$ cat config.mk
export PLATFORM = sky130hd
export DESIGN_NAME = rtc_cal_unit
export DESIGN_NICKNAME = d
export VERILOG_FILES = /design/src/rtl/rtc_cal_pkg.sv /design/src/rtl/rtc_cal_stage.sv /design/src/rtl/rtc_cal_secdiv.sv /design/src/rtl/rtc_cal_window.sv /design/src/rtl/rtc_cal_ftgen.sv /design/src/rtl/rtc_cal_unit.sv
export SDC_FILE = /design/constraint.sdc
export NUM_CORES = 1
export LEC_CHECK = 0
export ABC_AREA = 1
export BUFFER_PORTS_ARGS = -buffer_cell sky130_fd_sc_hd__buf_4
export CAP_MARGIN = 20
export CORE_ASPECT_RATIO = 1.4
export CORE_MARGIN = 3
export CORE_UTILIZATION = 25
export CTS_BUF_LIST = sky130_fd_sc_hd__clkbuf_8
export CTS_CLUSTER_SIZE = 16
export DETAILED_ROUTE_END_ITERATION = 7
export PLACE_DENSITY = 0.4
export SETUP_SLACK_MARGIN = 0.3
export SKIP_LAST_GASP = 1
export SYNTH_ARGS = -nofsm -noshare
export SYNTH_HDL_FRONTEND = slang
export SYNTH_HIERARCHICAL = 1
export SYNTH_SLANG_ARGS = --single-unit
$ cat constraint.sdc
create_clock -name clk -period 6.5 [get_ports clk]
set_input_delay 0.325 -clock clk [delete_from_list [all_inputs] [get_ports clk]]
set_output_delay 0.325 -clock clk [all_outputs]
set_load 0.005 [all_outputs]
$ cat src/rtl/rtc_cal_pkg.sv
package rtc_cal_pkg;
  localparam int CAL_MAG_W = 5;

  typedef struct packed {
    logic                 pos;
    logic [CAL_MAG_W-1:0] mag;
  } cal_t;
endpackage

$ cat src/rtl/rtc_cal_stage.sv
module rtc_cal_stage #(
  parameter int OSC_PER_STAGE = 256
) (
  input  logic clk,
  input  logic rst,
  input  logic adv,
  input  logic extend,
  output logic stage_pulse
);
  localparam int LONG_LEN = OSC_PER_STAGE + OSC_PER_STAGE / 2;
  localparam int CW       = $clog2(LONG_LEN);

  logic [CW-1:0] cnt_q;
  logic [CW-1:0] last_val;

  // a blanked half pulse stretches this stage by half its length
  assign last_val    = extend ? CW'(LONG_LEN - 1) : CW'(OSC_PER_STAGE - 1);
  assign stage_pulse = adv && (cnt_q == last_val);

  always_ff @(posedge clk) begin
    if (rst) begin
      cnt_q <= '0;
    end else if (adv) begin
      if (cnt_q == last_val) cnt_q <= '0;
      else                   cnt_q <= cnt_q + 1'b1;
    end
  end
endmodule

$ cat src/rtl/rtc_cal_secdiv.sv
module rtc_cal_secdiv #(
  parameter int STAGES_PER_SEC = 128
) (
  input  logic clk,
  input  logic rst,
  input  logic stage_pulse,
  input  logic skip,
  output logic first_stage,
  output logic sec_end
);
  localparam int SW = $clog2(STAGES_PER_SEC);

  logic [SW-1:0] cnt_q;
  logic [SW-1:0] last_val;

  // a split pulse makes the second end one stage early
  assign last_val    = skip ? SW'(STAGES_PER_SEC - 2) : SW'(STAGES_PER_SEC - 1);
  assign first_stage = (cnt_q == '0);
  assign sec_end     = stage_pulse && (cnt_q == last_val);

  always_ff @(posedge clk) begin
    if (rst) begin
      cnt_q <= '0;
    end else if (stage_pulse) begin
      if (cnt_q == last_val) cnt_q <= '0;
      else                   cnt_q <= cnt_q + 1'b1;
    end
  end
endmodule

$ cat src/rtl/rtc_cal_window.sv
module rtc_cal_window
  import rtc_cal_pkg::*;
#(
  parameter int SEC_PER_MIN = 60,
  parameter int MIN_PER_WIN = 64
) (
  input  logic clk,
  input  logic rst,
  input  logic sec_end,
  input  cal_t cal_in,
  output logic corr_pos,
  output logic corr_neg,
  output logic min_end
);
  localparam int SPW      = (SEC_PER_MIN > 1) ? $clog2(SEC_PER_MIN) : 1;
  localparam int MW       = $clog2(MIN_PER_WIN);
  localparam int ELIGIBLE = MIN_PER_WIN - 2;

  logic [SPW-1:0] sec_idx_q;
  logic [MW-1:0]  min_idx_q;
  cal_t           cal_q;
  logic           last_sec;
  logic           corr_now;
  int             reach;

  assign last_sec = (sec_idx_q == SPW'(SEC_PER_MIN - 1));
  assign min_end  = sec_end && last_sec;
  assign reach    = 2 * int'(cal_q.mag);

  always_comb begin
    corr_now = (sec_idx_q == '0) && (cal_q.mag != '0) &&
               (int'(min_idx_q) < reach) && (int'(min_idx_q) < ELIGIBLE);
  end

  assign corr_pos = corr_now && cal_q.pos;
  assign corr_neg = corr_now && !cal_q.pos;

  always_ff @(posedge clk) begin
    if (rst) begin
      sec_idx_q <= '0;
      min_idx_q <= '0;
      cal_q     <= cal_in;
    end else if (sec_end) begin
      cal_q <= cal_in;
      if (last_sec) begin
        sec_idx_q <= '0;
        if (min_idx_q == MW'(MIN_PER_WIN - 1)) min_idx_q <= '0;
        else                                   min_idx_q <= min_idx_q + 1'b1;
      end else begin
        sec_idx_q <= sec_idx_q + 1'b1;
      end
    end
  end
endmodule

$ cat src/rtl/rtc_cal_ftgen.sv
module rtc_cal_ftgen #(
  parameter int FT_HALF = 32
) (
  input  logic clk,
  input  logic rst,
  input  logic adv,
  input  logic ft_en,
  input  logic stop,
  output logic ft_wave
);
  localparam int FW = (FT_HALF > 1) ? $clog2(FT_HALF) : 1;

  logic [FW-1:0] cnt_q;
  logic          tog_q;

  always_ff @(posedge clk) begin
    if (rst) begin
      cnt_q   <= '0;
      tog_q   <= 1'b0;
      ft_wave <= 1'b0;
    end else begin
      if (adv) begin
        if (cnt_q == FW'(FT_HALF - 1)) begin
          cnt_q <= '0;
          tog_q <= ~tog_q;
        end else begin
          cnt_q <= cnt_q + 1'b1;
        end
      end
      ft_wave <= (ft_en && !stop) ? tog_q : 1'b0;
    end
  end
endmodule

$ cat src/rtl/rtc_cal_unit.sv
module rtc_cal_unit
  import rtc_cal_pkg::*;
#(
  parameter int OSC_PER_STAGE  = 256,
  parameter int STAGES_PER_SEC = 128,
  parameter int SEC_PER_MIN    = 60,
  parameter int MIN_PER_WIN    = 64,
  parameter int FT_HALF        = 32
) (
  input  logic                 clk,
  input  logic                 rst,
  input  logic                 osc_tick,
  input  logic [CAL_MAG_W:0]   cal_code,
  input  logic                 stop,
  input  logic                 ft_en,
  output logic                 sec_tick,
  output logic                 min_tick,
  output logic                 ft_wave
);
  logic adv;
  logic stage_pulse;
  logic first_stage;
  logic sec_end;
  logic min_end;
  logic corr_pos;
  logic corr_neg;
  logic extend;

  assign adv    = osc_tick && !stop;
  assign extend = corr_neg && first_stage;

  rtc_cal_stage #(.OSC_PER_STAGE(OSC_PER_STAGE)) u_stage (
    .clk(clk), .rst(rst), .adv(adv), .extend(extend), .stage_pulse(stage_pulse)
  );

  rtc_cal_secdiv #(.STAGES_PER_SEC(STAGES_PER_SEC)) u_secdiv (
    .clk(clk), .rst(rst), .stage_pulse(stage_pulse), .skip(corr_pos),
    .first_stage(first_stage), .sec_end(sec_end)
  );

  rtc_cal_window #(.SEC_PER_MIN(SEC_PER_MIN), .MIN_PER_WIN(MIN_PER_WIN)) u_window (
    .clk(clk), .rst(rst), .sec_end(sec_end), .cal_in(cal_t'(cal_code)),
    .corr_pos(corr_pos), .corr_neg(corr_neg), .min_end(min_end)
  );

  rtc_cal_ftgen #(.FT_HALF(FT_HALF)) u_ft (
    .clk(clk), .rst(rst), .adv(adv), .ft_en(ft_en), .stop(stop), .ft_wave(ft_wave)
  );

  always_ff @(posedge clk) begin
    if (rst) begin
      sec_tick <= 1'b0;
      min_tick <= 1'b0;
    end else begin
      sec_tick <= sec_end;
      min_tick <= min_end;
    end
  end
endmodule

== Yosys cells after proc, flatten, opt, wreduce, memory -nomap -nowiden ==
Index checks and enable logic that the tools add are counted.

* Register bits after elaboration: 43
* Output and inout port bits: 3

* Add/sub/neg operators: 5
* $lt $le $gt $ge: 2
* Equality and inequality tests: 5
* Multiplexer cells: 9
* Bitwise gates (word level): 2
* Reductions and logical operators: 20

{| class="wikitable"
|+ Operators with widths
! operator !! number
|-
| $mux 6 || 4
|-
| $mux 9 || 2
|-
| $add 6x1->6 const B || 2
|-
| $eq 6x6->1 const B || 2
|-
| $logic_and 1x1->1 || 11
|-
| $add 9x1->9 const B || 1
|-
| $eq 9x9->1 || 1
|-
| $add 7x1->7 const B || 1
|-
| $eq 7x7->1 || 1
|-
| $logic_not 7->1 || 1
|-
| $mux 7 || 1
|-
| $logic_not 6->1 || 1
|-
| $lt 6x6->1 || 1
|-
| $lt 6x6->1 const B || 1
|-
| $add 5x1->5 const B || 1
|-
| $eq 5x5->1 const B || 1
|-
| $mux 5 || 1
|-
| $reduce_bool 5->1 || 1
|-
| $reduce_and 2->1 || 2
|-
| $logic_not 1->1 || 2
|-
| $not 1->1 || 2
|-
| $reduce_bool 2->1 || 1
|-
| $reduce_or 2->1 || 1
|-
| $mux 1 || 1
|}

== Longest topological paths before layout ==
Gate-level depths: netlist of the first run.

* Word-level depth: 12
* Gate-level depth with buffers: 26
* Depth with buffers taken out: 26

== Modules after synthesis ==
The synthesis of the first run kept the hierarchy.

{| class="wikitable"
|+ By module, submodules not included
! module !! instances !! cells each !! area each (µm²) !! sequential area each (µm²)
|-
| rtc_cal_window || 1 || 123 || 980.9 || 420.4
|-
| rtc_cal_stage || 1 || 71 || 500.5 || 180.2
|-
| rtc_cal_secdiv || 1 || 70 || 439.2 || 140.1
|-
| rtc_cal_ftgen || 1 || 37 || 295.3 || 140.1
|-
| rtc_cal_unit || 1 || 10 || 70.1 || 40.0
|}

== Least setup slack after synthesis of the first run ==
No wires, ideal clock.

* Path kind: register to register
* From: register u_window/cal_q[4] (netlist bit)
* To: register u_window.min_idx_q[5]
* Setup time: 115 ps
* Arrival: 2455 ps
* Data required time: 6385 ps
* Path slack: 3930 ps
* Stages on the path, launching flop included: 25
* Clock period less this slack: 2570 ps
* Cell sequence: edfxtp_1 > inv_1 > ha_1 > nand2_1 > nand3_1 > nor2_1 > nand3_1 > nor3_1 > nand2_1 > inv_1 > nand3_1 > nand2_1 > nand3_2 > inv_1 > nand2_1 > nor2_1 > nand3_4 > inv_1 > nand2_2 > inv_1 > nand2_4 > nand2_4 > nand2_1 > nand2_1 > nor2_1

* Cells in the longest elaborated chain, start to end: 11
* Elaborated cells on any way between the ends: 15
* Those cells by class: 1 x order compare; 2 x eq/ne; 2 x mux; 10 x reduce/logical

{| class="wikitable"
|+ Ends and longest elaborated chain
! what !! RTL line !! text
|-
| from (decl) || rtc_cal_window.sv:21 || <nowiki>cal_t cal_q;</nowiki>
|-
| from (signal assigned) || rtc_cal_window.sv:42 || <nowiki>cal_q <= cal_in;</nowiki>
|-
| from (signal assigned) || rtc_cal_window.sv:44 || <nowiki>cal_q <= cal_in;</nowiki>
|-
| branches (longest 2 deep; another with $lt 6x6->1) || n/a ||
|-
| $logic_and 1x1->1 * || rtc_cal_window.sv:31 || <nowiki>corr_now = (sec_idx_q == '0) && (cal_q.mag != '0) &&</nowiki>
|-
| $logic_and 1x1->1 * || rtc_cal_window.sv:32 || <nowiki>(int'(min_idx_q) < reach) && (int'(min_idx_q) < ELIGIBLE);</nowiki>
|-
| $logic_and 1x1->1 * || rtc_cal_window.sv:36 || <nowiki>assign corr_neg = corr_now && !cal_q.pos;</nowiki>
|-
| net corr_neg || rtc_cal_unit.sv:26 || <nowiki>logic corr_neg;</nowiki>
|-
| $logic_and 1x1->1 * || rtc_cal_unit.sv:30 || <nowiki>assign extend = corr_neg && first_stage;</nowiki>
|-
| net extend || rtc_cal_unit.sv:27 || <nowiki>logic extend;</nowiki>
|-
| $mux 9 * || rtc_cal_stage.sv:17 || <nowiki>assign last_val = extend ? CW'(LONG_LEN - 1) : CW'(OSC_PER_STAGE - 1);</nowiki>
|-
| $eq 9x9->1 * || rtc_cal_stage.sv:18 || <nowiki>assign stage_pulse = adv && (cnt_q == last_val);</nowiki>
|-
| $logic_and 1x1->1 * || rtc_cal_stage.sv:18 ||
|-
| net stage_pulse || rtc_cal_unit.sv:21 || <nowiki>logic stage_pulse;</nowiki>
|-
| $logic_and 1x1->1 * || rtc_cal_secdiv.sv:19 || <nowiki>assign sec_end = stage_pulse && (cnt_q == last_val);</nowiki>
|-
| net sec_end || rtc_cal_unit.sv:23 || <nowiki>logic sec_end;</nowiki>
|-
| $reduce_and 2->1 (no line) * || n/a ||
|-
| to (signal assigned) || rtc_cal_window.sv:48 || <nowiki>else min_idx_q <= min_idx_q + 1'b1;</nowiki>
|-
| to (decl) || rtc_cal_window.sv:20 || <nowiki>logic [MW-1:0] min_idx_q;</nowiki>
|}

Mark *: on every way through the listed nets, which the timed path passes.
A chain may end at the register's enable or synchronous reset.

== Worst setup path in the final report of the first run ==
* From: register u_window.min_idx_q[5]
* To: register u_window.min_idx_q[5]

* Cells in the longest elaborated chain, start to end: 10
* Elaborated cells on any way between the ends: 17
* Those cells by class: 1 x add/sub; 2 x order compare; 3 x eq/ne; 3 x mux; 8 x reduce/logical

{| class="wikitable"
|+ Ends and longest elaborated chain
! what !! RTL line
|-
| $lt 6x6->1 || rtc_cal_window.sv:32
|-
| $logic_and 1x1->1 || rtc_cal_window.sv:31
|-
| $logic_and 1x1->1 * || rtc_cal_window.sv:32
|-
| $logic_and 1x1->1 * || rtc_cal_window.sv:36
|-
| net corr_neg || rtc_cal_unit.sv:26
|-
| $logic_and 1x1->1 * || rtc_cal_unit.sv:30
|-
| net extend || rtc_cal_unit.sv:27
|-
| $mux 9 * || rtc_cal_stage.sv:17
|-
| $eq 9x9->1 * || rtc_cal_stage.sv:18
|-
| $logic_and 1x1->1 * || rtc_cal_stage.sv:18
|-
| net stage_pulse || rtc_cal_unit.sv:21
|-
| $logic_and 1x1->1 * || rtc_cal_secdiv.sv:19
|-
| net sec_end || rtc_cal_unit.sv:23
|-
| $reduce_and 2->1 (no line) * || n/a
|}

The timed path passes the listed nets; every way through them passes the cells marked *.

==> metrics.md, run 1 <==
| Metric | Value |
|---|---|
| Status | finished, final reports clean |
| Endpoint arrival time on the critical path | 3160 ps |
| Setup bufs post-CTS | 0 |
| Reported leakage power | 1.17 nW |
| Final ANT Viol Nets | 0 |
| Worst setup SP type | register |
| Antenna cell count | 0 |
| Global-route congestion overflow total | 0 |
| Width of the chip | 86.8 µm |
| Later-pin clock latency in the skew report | 300 ps |
| First-pass iteration count of the detailed router | 4 |
| Core occupancy in the finished layout | 29.6% |
| Max-cap viol count | 0 |
| Core area | 0.00876 mm² |
| Crit path cell chain | ha_1, nand2_1, nand3_1, nor2_1, nand3_1, nor3_1, nand2_1, inv_1, nand3_1, nand2_1, nand3_2, inv_1, nand2_1, nor2_1, nand3_4, inv_1, nand2_2, nor3_4, nand3_1, nand2_1, nor2_1 |
| Worst path top cell family by delay | simple AND/OR/NAND/NOR gates |
| All-Layer GR Usage | 10.3% |
| HPWL after DPL | 3.75 mm |
| Final std cells w/o fill | 437 |
| Slowest cell on the critical path | dfxtp_1 |
| Sequential element share of the synthesized area | 40.3% |
| Pins over their slew limit | 0 |
| Post-route clock period utilization | 45.6% |
| Peak ir drop on the vdd network | 0.0700 mV |
| Clock slew at the register clock pins of the worst setup and hold paths | 80 ps |
| Total Nets Final | 354 |
| Cell count of the worst reg-to-reg path | 21 |
| Transition time at the pin with the least slew margin | 275 ps |
| Capturing element of the worst setup path | u_window/min_idx_q[5] |
| GP Congestion | 0.764 |
| Worst path buffer plus inverter count | 3 |
| Minimum setup slack among reg-to-reg paths | 3540 ps |
| Number of cells in the design after placement | 429 |
| Crit-path max cell delay | 420 ps |
| Number of buffers on the longest clock path | 2 |
| Pwr Total | 476 µW |
| Routed WL per cell | 11.0 µm |
| Type of the worst setup path | register to register |
| Reg2Reg Capture Point | u_window/min_idx_q[5] |
| Cell area after synthesis | 0.00229 mm² |
| Number of library cell types mapped by synthesis | 27 |
| Setup TNS after final layout | 0 ps |
| Signed area change from the synthesized netlist to the final layout | 13.5% |
| Remaining routing DRC violations | 0 |
| I/O pin count | 14 |
| Input/output buffers | 13 |
| Yosys warns | 6 |
| Vias in the first global route | 1932 |
| Kind of capture point of the worst setup path | register |
| # fillers | 965 |
| First-pass GRT wire length | 8.43 mm |
| Worst setup skew after layout | 10.0 ps |
| DRC marker count from the first detailed-route iteration | 77 |
| TritonCTS clock tree | yes |
| Class of the most critical hold timing path | primary input to register |
| Worst-path maximum fanout | 6 |
| Initial antenna violation count | 0 |
| Total nets after synthesis | 334 |
| Cell at the root of the clock tree | clkbuf_8 |
| Starting density of the core | 26.1% |
| Clock period minus final worst setup slack | 2960 ps |
| Inserted Clock Buffers | 5 |
| Endpoints failing setup | 0 |
| Number of placement rows | 40 |
| Required time worst endpoint | 6700 ps |
| Worst slew margin relative to its limit | 81.6% |
| Syn avg cell area | 7.35 µm² |
| Ratio of cells with drive above 1 in the final layout | 13.9% |
| Vertical extent of the die | 119 µm |
| Largest net degree at the start of global routing | 16 |
| Number of H-tree levels | 2 |
| Hold-fix buffers, CTS | 0 |
| Per-cell via count in the routed design | 4.30 |
| Levels on crit path | 21 |
| Via count | 1880 |
| Post-Syn Instances | 311 |
| Crit path from | u_window/min_idx_q[5] |
| Number of sinks on the clock net | 43 |
| Reg-to-reg startpoint | u_window/min_idx_q[5] |
| Area of placed instances | 0.00251 mm² |
| Die footprint | 0.0103 mm² |
| Count of instances resized after the clock tree is built | 0 |
| Highest-count cells in the layout ignoring fill and taps | nand2_1 (74), inv_1 (50), nor2_1 (43) |
| Dominant cell type by count on the critical path | nand2_1 |
| Synthesis-stage register bit count | 43 |
| Total wirelength of the detailed-routed design | 4.80 mm |
| Max Freq | 0.337 GHz |
| Most common library cell in the layout ignoring fill and taps | nand2_1 |
| Power per Cell Area | 183 mW/mm² |
| Final standard cell area without fillers | 0.00259 mm² |
| Setup repair after global routing missed its margin | no |
| Count of endpoints failing hold in the final timing report | 0 |
-- cells in the mapped netlist --
cell type  instances  area, µm²
nand2_1           74        278
inv_1             50        188
nor2_1            43        161
dfxtp_1           37        741
nand3_1           18       90.1
a21oi_1           13       65.1
ha_1              12        150
nor3_1            11       55.1
o21ai_0            8       40.0
edfxtp_1           6        180
nand2_2            6       37.5
nor2_2             5       31.3
nand2_4            4       45.0
nand4_1            4       25.0
xor2_1             4       35.0
nor2_4             3       33.8
nand3_2            2       20.0
nor3_4             2       32.5
and3_1             1       6.26
buf_6              1       11.3
inv_2              1       3.75
mux2i_1            1       10.0
nand3_4            1       17.5
nor3b_1            1       7.51
o21ai_1            1       5.00
o21bai_1           1       7.51
xnor2_1            1       8.76
-- sequential cells by signal, indices dropped and copies added (netlist names) --
signal,count
u_stage/cnt_q,9
u_secdiv/cnt_q,7
u_window/cal_q,6
u_window/min_idx_q,6
u_window/sec_idx_q,6
u_ft/cnt_q,5
min_tick,1
sec_tick,1
u_ft/ft_wave,1
u_ft/tog_q,1
-- worst min-delay path by stage --
stage | from | end | slack [ps] | cells past startpoint
2_1_floorplan | rst | u_window/min_idx_q[2] | 390 | 1
3_3_place_gp | u_stage/cnt_q[6] | u_stage/cnt_q[6] | 430 | 2
3_5_place_dp | u_stage/cnt_q[6] | u_stage/cnt_q[6] | 440 | 2
5_1_grt | stop | u_ft/ft_wave | 170 | 2
4_1_cts | stop | u_ft/ft_wave | 170 | 2
6_report | stop | u_ft/ft_wave | 190 | 2
-- worst register-to-register path: cells and delay by family (launching register included) --
kind	cells	cell delay [ps]
buf+inv	3	360
fa+ha+maj	1	280
flops	1	420
simple gates	17	1820
-- cell type report --
class,count,area (µm²),share of cell area (%)
tap,105,131,5.06
clock buffer,5,68.8,2.65
multi-input combinational,216,1160,44.8
clock inverter,3,15.0,0.579
inverter,51,191,7.38
timing repair buffer,14,105,4.05
sequential,43,921,35.5
-- power breakdown --
group / total (mW) / switching (mW) / internal (mW) / leakage, nW
Clock: 0.170 / 0.0964 / 0.0737 / 0.0477
Combinational: 0.0278 / 0.0162 / 0.0116 / 0.763
Sequential: 0.278 / 0.00310 / 0.275 / 0.357
-- per-stage QoR --
| step | hold WS, ps | setup WS [ps] |
|---|---|---|
| global placement | 431 | 3510 |
| floorplan | 394 | 3930 |
| global route | 165 | 3140 |
| finish | 187 | 3540 |
| detailed placement | 435 | 3500 |
| CTS | 166 | 3470 |
-- kinds of logic (layout without fill, tap and decap cells) --
logic type	after synthesis	after routing	synth area share, %
DFF	43	43	40.3
buffers and inverters	52	73	8.87
muxes	1	1	0.438
AOI/OAI and AO/OA	23	23	5.14
xor gates and xnor gates	5	5	1.92
adders and majority gates	12	12	6.57
and+or+nand+nor	175	175	36.8
-- routing by layer --
metal	up-vias	routed length (µm)	track usage, %
met2	19	2360	17.9
met1	839	2190	11.6
met5	-	0	0
met4	0	137	5.07
met3	10	104	2.35
li1	1012	-	-
No activity file was read; power rests on OpenSTA's default activity.
==> inputs of run 2 (changes only) <==
--- a/config.mk
+++ b/config.mk
@@ -14,7 +14,7 @@
 export CTS_BUF_LIST = sky130_fd_sc_hd__clkbuf_8
 export CTS_CLUSTER_SIZE = 16
 export DETAILED_ROUTE_END_ITERATION = 7
-export PLACE_DENSITY = 0.4
+export PLACE_DENSITY = 0.41
 export SETUP_SLACK_MARGIN = 0.3
 export SKIP_LAST_GASP = 1
 export SYNTH_ARGS = -nofsm -noshare
==> constraint.sdc (replaced) <==
create_clock -name clk -period 2.7 [get_ports clk]
set_input_delay 0.135 -clock clk [delete_from_list [all_inputs] [get_ports clk]]
set_output_delay 0.135 -clock clk [all_outputs]
set_load 0.005 [all_outputs]
==> run 2 against run 1 <==
Hold slack worse by 160 ps. Die area did not move. Global-route usage up 0.61 points. Maximum frequency is 16% higher. Register-to-register slack worse by 3400 ps. Sequential power increased by 140%. Clock power rose to 3.6 times the previous value. Power grew to 2.9 times the previous value. First-iteration DRC count rose by 12%. Flip-flop and latch count stayed put. Via count increased by 6.0%. Critical path type unchanged. Largest cell class unchanged.
==> metrics.md, run 2 (synthesis results as in run 1) <==
| Metric | Value |
|---|---|
| Power per Cell Area | 451 mW/mm² (+150%) |
| Final std cells w/o fill | 463 (+5.9%) |
| Die footprint | 0.0103 mm² (unchanged) |
| Smallest hold slack | 26.4 ps (-160 ps) |
| Class of the most critical hold timing path | primary input to register |
| Worst slew margin relative to its limit | 71.4% (-10 points) |
| Highest-count cells in the layout ignoring fill and taps | nand2_1 (66), inv_1 (42), nor2_1 (37), dfxtp_1 (37), buf_4 (26) |
| Setup TNS after final layout | 0 ps (unchanged) |
| Endpoint arrival time on the critical path | 2760 ps (-400 ps) |
| Post-route clock period utilization | 94.7% (+49 points) |
| Endpoints failing setup | 0 (unchanged) |
| Remaining routing DRC violations | 0 (unchanged) |
| Pwr Total | 1.37 mW (+190%) |
| DRC marker count from the first detailed-route iteration | 86 (+12%) |
| Worst setup SP type | register |
| Peak ir drop on the vdd network | 0.177 mV (+150%) |
| GP Congestion | 0.743 (-2.7%) |
| Max-cap viol count | 0 (unchanged) |
| Signed area change from the synthesized netlist to the final layout | 33.2% |
| Initial antenna violation count | 0 (unchanged) |
| Number of placement rows | 40 (unchanged) |
| Number of cells in the design after placement | 432 (+0.70%) |
| # fillers | 923 (-4.4%) |
| Final ANT Viol Nets | 0 (unchanged) |
| Via count | 1993 (+6.0%) |
| Kind of capture point of the worst setup path | register |
| Vias in the first global route | 2005 (+3.8%) |
| Transition time at the pin with the least slew margin | 429 ps (+153 ps) |
| Total wirelength of the detailed-routed design | 5.08 mm (+5.8%) |
| Clock period minus final worst setup slack | 2560 ps (-407 ps) |
| Number of buffers on the longest clock path | 2 (unchanged) |
| Worst setup skew after layout | 7.28 ps (-2.76 ps) |
| Ratio of cells with drive above 1 in the final layout | 27.4% (+14 points) |
| Per-cell via count in the routed design | 4.30 (about the same) |
| Number of sinks on the clock net | 43 (unchanged) |
| First-pass GRT wire length | 9.02 mm (+7.0%) |
| All-Layer GR Usage | 10.9% (+0.61 points) |
| Later-pin clock latency in the skew report | 300 ps (about the same) |
| Total Nets Final | 380 (+7.3%) |
| TritonCTS clock tree | yes |
| I/O pin count | 14 (unchanged) |
| Core area | 0.00876 mm² (unchanged) |
| Worst-path maximum fanout | 6 (unchanged) |
| Clock slew at the register clock pins of the worst setup and hold paths | 90 ps (about the same) |
| Number of flip-flops under the largest register name | 9 (unchanged) |
| Pins over their slew limit | 0 (unchanged) |
| Cell at the root of the clock tree | clkbuf_8 |
| Status | finished, final reports clean |
| Largest registers in the final layout | u_stage/cnt_q: 9 flops, u_secdiv/cnt_q: 7 flops |
| Type of the worst setup path | register to register |
| Worst setup margin | 143 ps (-3390 ps) |
| Vertical extent of the die | 119 µm (unchanged) |
| First-pass iteration count of the detailed router | 4 (unchanged) |
| Reported leakage power | 1.36 nW (+17%) |
| Starting density of the core | 26.1% (unchanged) |
| Input/output buffers | 13 (unchanged) |
| Inserted Clock Buffers | 5 (unchanged) |
| Register ranked first by flip-flop count | u_stage/cnt_q |
| Width of the chip | 86.8 µm (unchanged) |
| Setup repair after global routing missed its margin | yes |
| Count of endpoints failing hold in the final timing report | 0 (unchanged) |
| Antenna cell count | 0 (unchanged) |
| Most common library cell in the layout ignoring fill and taps | nand2_1 |
| Global-route congestion overflow total | 0 (unchanged) |
| HPWL after DPL | 3.72 mm (-0.86%) |
| Worst setup slack before clock tree synthesis | 17.8 ps (-3480 ps) |
| Largest net degree at the start of global routing | 15 (-1) |
| Number of H-tree levels | 2 (unchanged) |
| Max Freq | 0.391 GHz (+16%) |
| Required time worst endpoint | 2900 ps (-3800 ps) |
| Routed WL per cell | 11.0 µm (-0.13%) |
-- run 2: area by class of cell --
cell class                 count  area (µm²)  area share (%)
clock buffer                   5        68.8            2.26
clock inverter                 3        67.6            2.22
sequential                    43         921            30.3
tap                          105         131            4.32
timing repair buffer          40         345            11.3
multi-input combinational    216        1310            43.1
inverter                      51         199            6.54
-- run 2: per-stage QoR --
step | area [µm²] | utilization [%]
final | 3040 | 34.8
after global routing | 3040 | 34.8
after detailed placement | 2550 | 29.1
after floorplan | 2300 | -
after CTS | 2940 | 33.5
after global placement | 2550 | 29.1
-- run 2: what timing repair did --
action | 4_1_cts | 5_1_grt
resized for setup | 18 | 29
hold endpoints to repair | 6 | 0
setup buffers | 16 | 1
pin swaps | 16 | 10
gates cloned | 0 | 0
hold buffers | 6 | 0
endpoints found under the setup margin | 19 | 33
-- run 2: routing by layer --
layer	routed length, µm	up-vias	global-route usage, %	share of wire (%)
met5	0	-	0	0
met1	2220	902	13.0	44
met3	130	4	2.35	2.6
li1	-	1063	-	-
met4	70	0	4.39	1.4
met2	2660	24	18.8	52
-- run 2: worst max-delay path, stage by stage, from the launching register on --
cell,delay [ps]
edfxtp_1,380
inv_1,90
ha_1,240
a21oi_1,170
a21oi_2,90
nor3_2,140
nand2_1,80
inv_2,70
nand3_2,60
nand2_2,60
nand3_2,70
buf_4,140
buf_6,100
buf_4,120
buf_6,100
buf_6,100
buf_6,100
buf_6,100
buf_6,120
nand2_8,80
nor2_1,40
-- run 2: power by group --
part	switching [mW]	internal [mW]	leakage (nW)
registers	0.00743	0.661	0.357
clock network	0.247	0.369	0.0644
logic	0.0474	0.0407	0.940
-- run 2: final timing paths --
path	depth (start not counted)	from	to	slack [ps]
max	20	u_window/cal_q[2]	u_stage/cnt_q[1]	140
min	1	cal_code[5]	u_window/cal_q[5]	30
max reg2reg	20	u_window/cal_q[2]	u_stage/cnt_q[1]	140
min reg2reg	2	u_stage/cnt_q[6]	u_stage/cnt_q[6]	450
==> inputs of run 3 (changes only) <==
--- a/config.mk
+++ b/config.mk
@@ -5,7 +5,7 @@
 export SDC_FILE = /design/constraint.sdc
 export NUM_CORES = 1
 export LEC_CHECK = 0
-export ABC_AREA = 1
+export ABC_AREA = 0
 export BUFFER_PORTS_ARGS = -buffer_cell sky130_fd_sc_hd__buf_4
 export CAP_MARGIN = 20
 export CORE_ASPECT_RATIO = 1.4
==> run 3 against run 2 <==
Clock skew decreased by 0.76 ps. Critical path type unchanged. Hold slack improved by 77 ps. Cell count decreased by 14%. Clock-buffer cell count unchanged. Sequential power about the same. The run now ends with setup timing left. Cell area decreased by 0.66%.
==> metrics.md, run 3 <==
| Metric | Value |
|---|---|
| Starting density of the core | 25.7% (-0.35 points) |
| Pwr Total | 1.27 mW (-7.7%) |
| Proportion of register bits with asynchronous set or reset after synthesis | 0% (unchanged) |
| Slowest cell on the critical path | or4_1 |
| DRC marker count from the first detailed-route iteration | 34 (-60%) |
| Cell with the most instances after synthesis | dfxtp_1 |
| Cell types with the largest area share after synthesis | dfxtp_1 (35%), edfxtp_1 (8.5%), ha_1 (7.1%) |
| Dominant cell type by count on the critical path | a211oi_2 |
| Routed WL per cell | 11.8 µm (+7.8%) |
| Setup repair after global routing missed its margin | yes |
| First-pass iteration count of the detailed router | 4 (unchanged) |
| Failing checks | setup timing |
| Levels on crit path | 15 (-25%) |
| All-Layer GR Usage | 10.4% (-0.52 points) |
| Largest net degree at the start of global routing | 30 (+15) |
| Sequential element share of the synthesized area | 43.6% (+3.3 points) |
| Highest-count cells in the layout ignoring fill and taps | buf_4 (55), dfxtp_1 (36), nor2_1 (23) |
| Minimum setup slack among reg-to-reg paths | -510 ps (-650 ps) |
| Crit path from | u_window/cal_q[4] |
| Max Freq | 0.312 GHz (-20%) |
| Most common library cell in the layout ignoring fill and taps | buf_4 |
| Endpoints failing setup | 27 (+27) |
| EDFF count, synth | 6 (unchanged) |
| Smallest hold slack | 103 ps (+76.9 ps) |
| Reported leakage power | 1.26 nW (-7.4%) |
| Status | finished, violations left |
| Class of the most critical hold timing path | primary input to register |
| Worst slew margin relative to its limit | 77.6% (+6.2 points) |
| Worst path buffer plus inverter count | 1 (-9) |
| Worst-path maximum fanout | 3 (-3) |
| Number of cells in the design after placement | 367 (-15%) |
| Required time worst endpoint | 2930 ps (+30 ps) |
| Reg-to-reg startpoint | u_window/cal_q[4] |
| Kind of capture point of the worst setup path | register |
| Register ranked first by flip-flop count | u_stage/cnt_q |
| I/O pin count | 14 (unchanged) |
| Width of the chip | 83.7 µm (-3.6%) |
| Number of library cell types mapped by synthesis | 49 (+81%) |
| Total wirelength of the detailed-routed design | 4.68 mm (-7.8%) |
| Final std cells w/o fill | 396 (-14%) |
| Endpoint arrival time on the critical path | 3440 ps (+680 ps) |
| Number of flip-flops under the largest register name | 9 (unchanged) |
| Later-pin clock latency in the skew report | 300 ps (about the same) |
| Global-route congestion overflow total | 0 (unchanged) |
| Worst setup margin | -509 ps (-652 ps) |
| Number of sinks on the clock net | 43 (unchanged) |
| GP Congestion | 0.736 (-0.93%) |
| Peak ir drop on the vdd network | 0.169 mV (-4.4%) |
| Number of buffers on the longest clock path | 2 (unchanged) |
| Capturing element of the worst setup path | u_window/min_idx_q[5] |
| Worst setup slack before clock tree synthesis | -641 ps (-659 ps) |
| Reg2Reg Capture Point | u_window/min_idx_q[5] |
| Core area | 0.00820 mm² (-6.4%) |
| Die footprint | 0.00960 mm² (-7.2%) |
| Vertical extent of the die | 115 µm (-3.7%) |
| Input/output buffers | 13 (unchanged) |
| Power per Cell Area | 419 mW/mm² (-7.1%) |
| Most numerous cell types in the synthesized netlist | dfxtp_1 (37), nor2_1 (24), nand2_1 (15) |
| Cell count of the worst reg-to-reg path | 15 (-25%) |
| Remaining routing DRC violations | 0 (unchanged) |
| Crit path cell chain | inv_2, ha_4, a211oi_2, o211ai_1, a31o_2, nor3_2, and2_4, nand3b_1, a211oi_2, nand3_4, nor3_4, nand4b_4, or2_4, or4_1, a21oi_1 |
| Worst path top cell family by delay | simple AND/OR/NAND/NOR gates |
| Ratio of cells with drive above 1 in the final layout | 35.0% (+7.7 points) |
| TritonCTS clock tree | yes |
| Worst setup SP type | register |
| Library cell occupying the most area in the post-synthesis netlist | dfxtp_1 |
| Cell at the root of the clock tree | clkbuf_8 |
| HPWL after DPL | 3.28 mm (-12%) |
| Share of the synthesized area in the top cell type | 35.1% (+2.7 points) |
| Total Nets Final | 316 (-17%) |
| Per-cell via count in the routed design | 4.50 (+4.6%) |
| Max-cap viol count | 0 (unchanged) |
| Transition time at the pin with the least slew margin | 334 ps (-95.0 ps) |
| Initial antenna violation count | 0 (unchanged) |
| Vias in the first global route | 1782 (-11%) |
| Yosys warns | 6 (unchanged) |
| Type of the worst setup path | register to register |
| Final ANT Viol Nets | 0 (unchanged) |
| Worst setup skew after layout | 6.52 ps (-0.763 ps) |
| First-pass GRT wire length | 8.04 mm (-11%) |
| Signed area change from the synthesized netlist to the final layout | 43.3% |
| Synthesis-stage register bit count | 43 (unchanged) |
| Clock period minus final worst setup slack | 3210 ps (+652 ps) |
| Most used DFF post-synth | dfxtp_1 |
| Number of H-tree levels | 2 (unchanged) |
| Largest registers in the final layout | u_stage/cnt_q: 9 flops, u_secdiv/cnt_q: 7 flops |
| Via count | 1783 (-11%) |
| Crit-path max cell delay | 390 ps (about the same) |
| Number of placement rows | 39 (-2.5%) |
| Total nets after synthesis | 242 (-28%) |
| Cell area after synthesis | 0.00211 mm² (-7.7%) |
| Clock slew at the register clock pins of the worst setup and hold paths | 80 ps (about the same) |
| Post-route clock period utilization | 119% (+24 points) |
| Syn avg cell area | 9.64 µm² (+31%) |
| Post-Syn Instances | 219 (-30%) |
| Pins over their slew limit | 0 (unchanged) |
| Antenna cell count | 0 (unchanged) |
| Inserted Clock Buffers | 5 (unchanged) |
| Count of endpoints failing hold in the final timing report | 0 (unchanged) |
[run 3: worst register-to-register path, cell delays in order (launching register included)]
cell and delay [ps]:
edfxtp_1 380, inv_2 90, ha_4 200, a211oi_2 170
o211ai_1 120, a31o_2 250, nor3_2 150, and2_4 170
nand3b_1 100, a211oi_2 300, nand3_4 120, nor3_4 190
nand4b_4 120, or2_4 240, or4_1 390, a21oi_1 150
[run 3: final cells by class]
cell class              instances  area [µm²]
clock inverters                 3        37.5
fillers                       841        5170
clock buffers                   5        68.8
well taps                     102         128
repair buffers                 71         584
multi-input cells             159        1230
flip-flops and latches         43         922
inverters                      13        56.3
[run 3: what timing repair did]
action / CTS / global route
hold buffers: 7 / 0
endpoints found under the setup margin: 33 / 34
pin swaps: 19 / 11
gates resized for setup: 14 / 14
endpoints found under the hold margin: 7 / 0
setup buffers: 6 / 8
[run 3: cell families (layout without fill, tap and decap cells)]
logic type / count (synthesis) / in the layout / share of synthesized area, %
flops: 43 / 43 / 43.6
mux: 5 / 5 / 2.37
simple gates: 92 / 92 / 25.5
compound gates: 32 / 32 / 10.4
buf+inv: 17 / 92 / 3.50
fa+ha+maj: 12 / 12 / 7.11
xor+xnor: 18 / 18 / 7.47
[run 3: how the worst min path moves through the flow]
stage,from,endpoint,slack [ps],cells after the start
after global placement,cal_code[3],u_window/cal_q[3],310,1
after floorplan,rst,u_ft/cnt_q[3],200,1
after detailed placement,cal_code[1],u_window/cal_q[1],310,1
final,ft_en,u_ft/ft_wave,100,2
after global routing,ft_en,u_ft/ft_wave,80,2
after CTS,ft_en,u_ft/ft_wave,80,2
[run 3: where the power goes]
part / internal, mW / leakage [nW] / switching (mW) / total [mW]
clock network: 0.269 / 0.0607 / 0.224 / 0.493
registers: 0.662 / 0.358 / 0.00811 / 0.670
logic: 0.0574 / 0.843 / 0.0452 / 0.103
[run 3: routing by layer]
layer	global-route usage, %	up-vias	wire (µm)
li1	-	926	-
met1	10.7	832	1900
met2	19.4	19	2590
met3	2.59	6	96
met4	5.36	0	100
met5	0	-	0
[run 3: stage by stage]
step | setup TNS (ps) | utilization, % | area [µm²]
floorplan | -6110 | - | 2160
global placement | -8660 | 32.1 | 2640
detailed placement | -9810 | 32.1 | 2640
CTS | -7290 | 35.4 | 2900
global route | -14740 | 36.9 | 3020
finish | -7860 | 36.9 | 3020
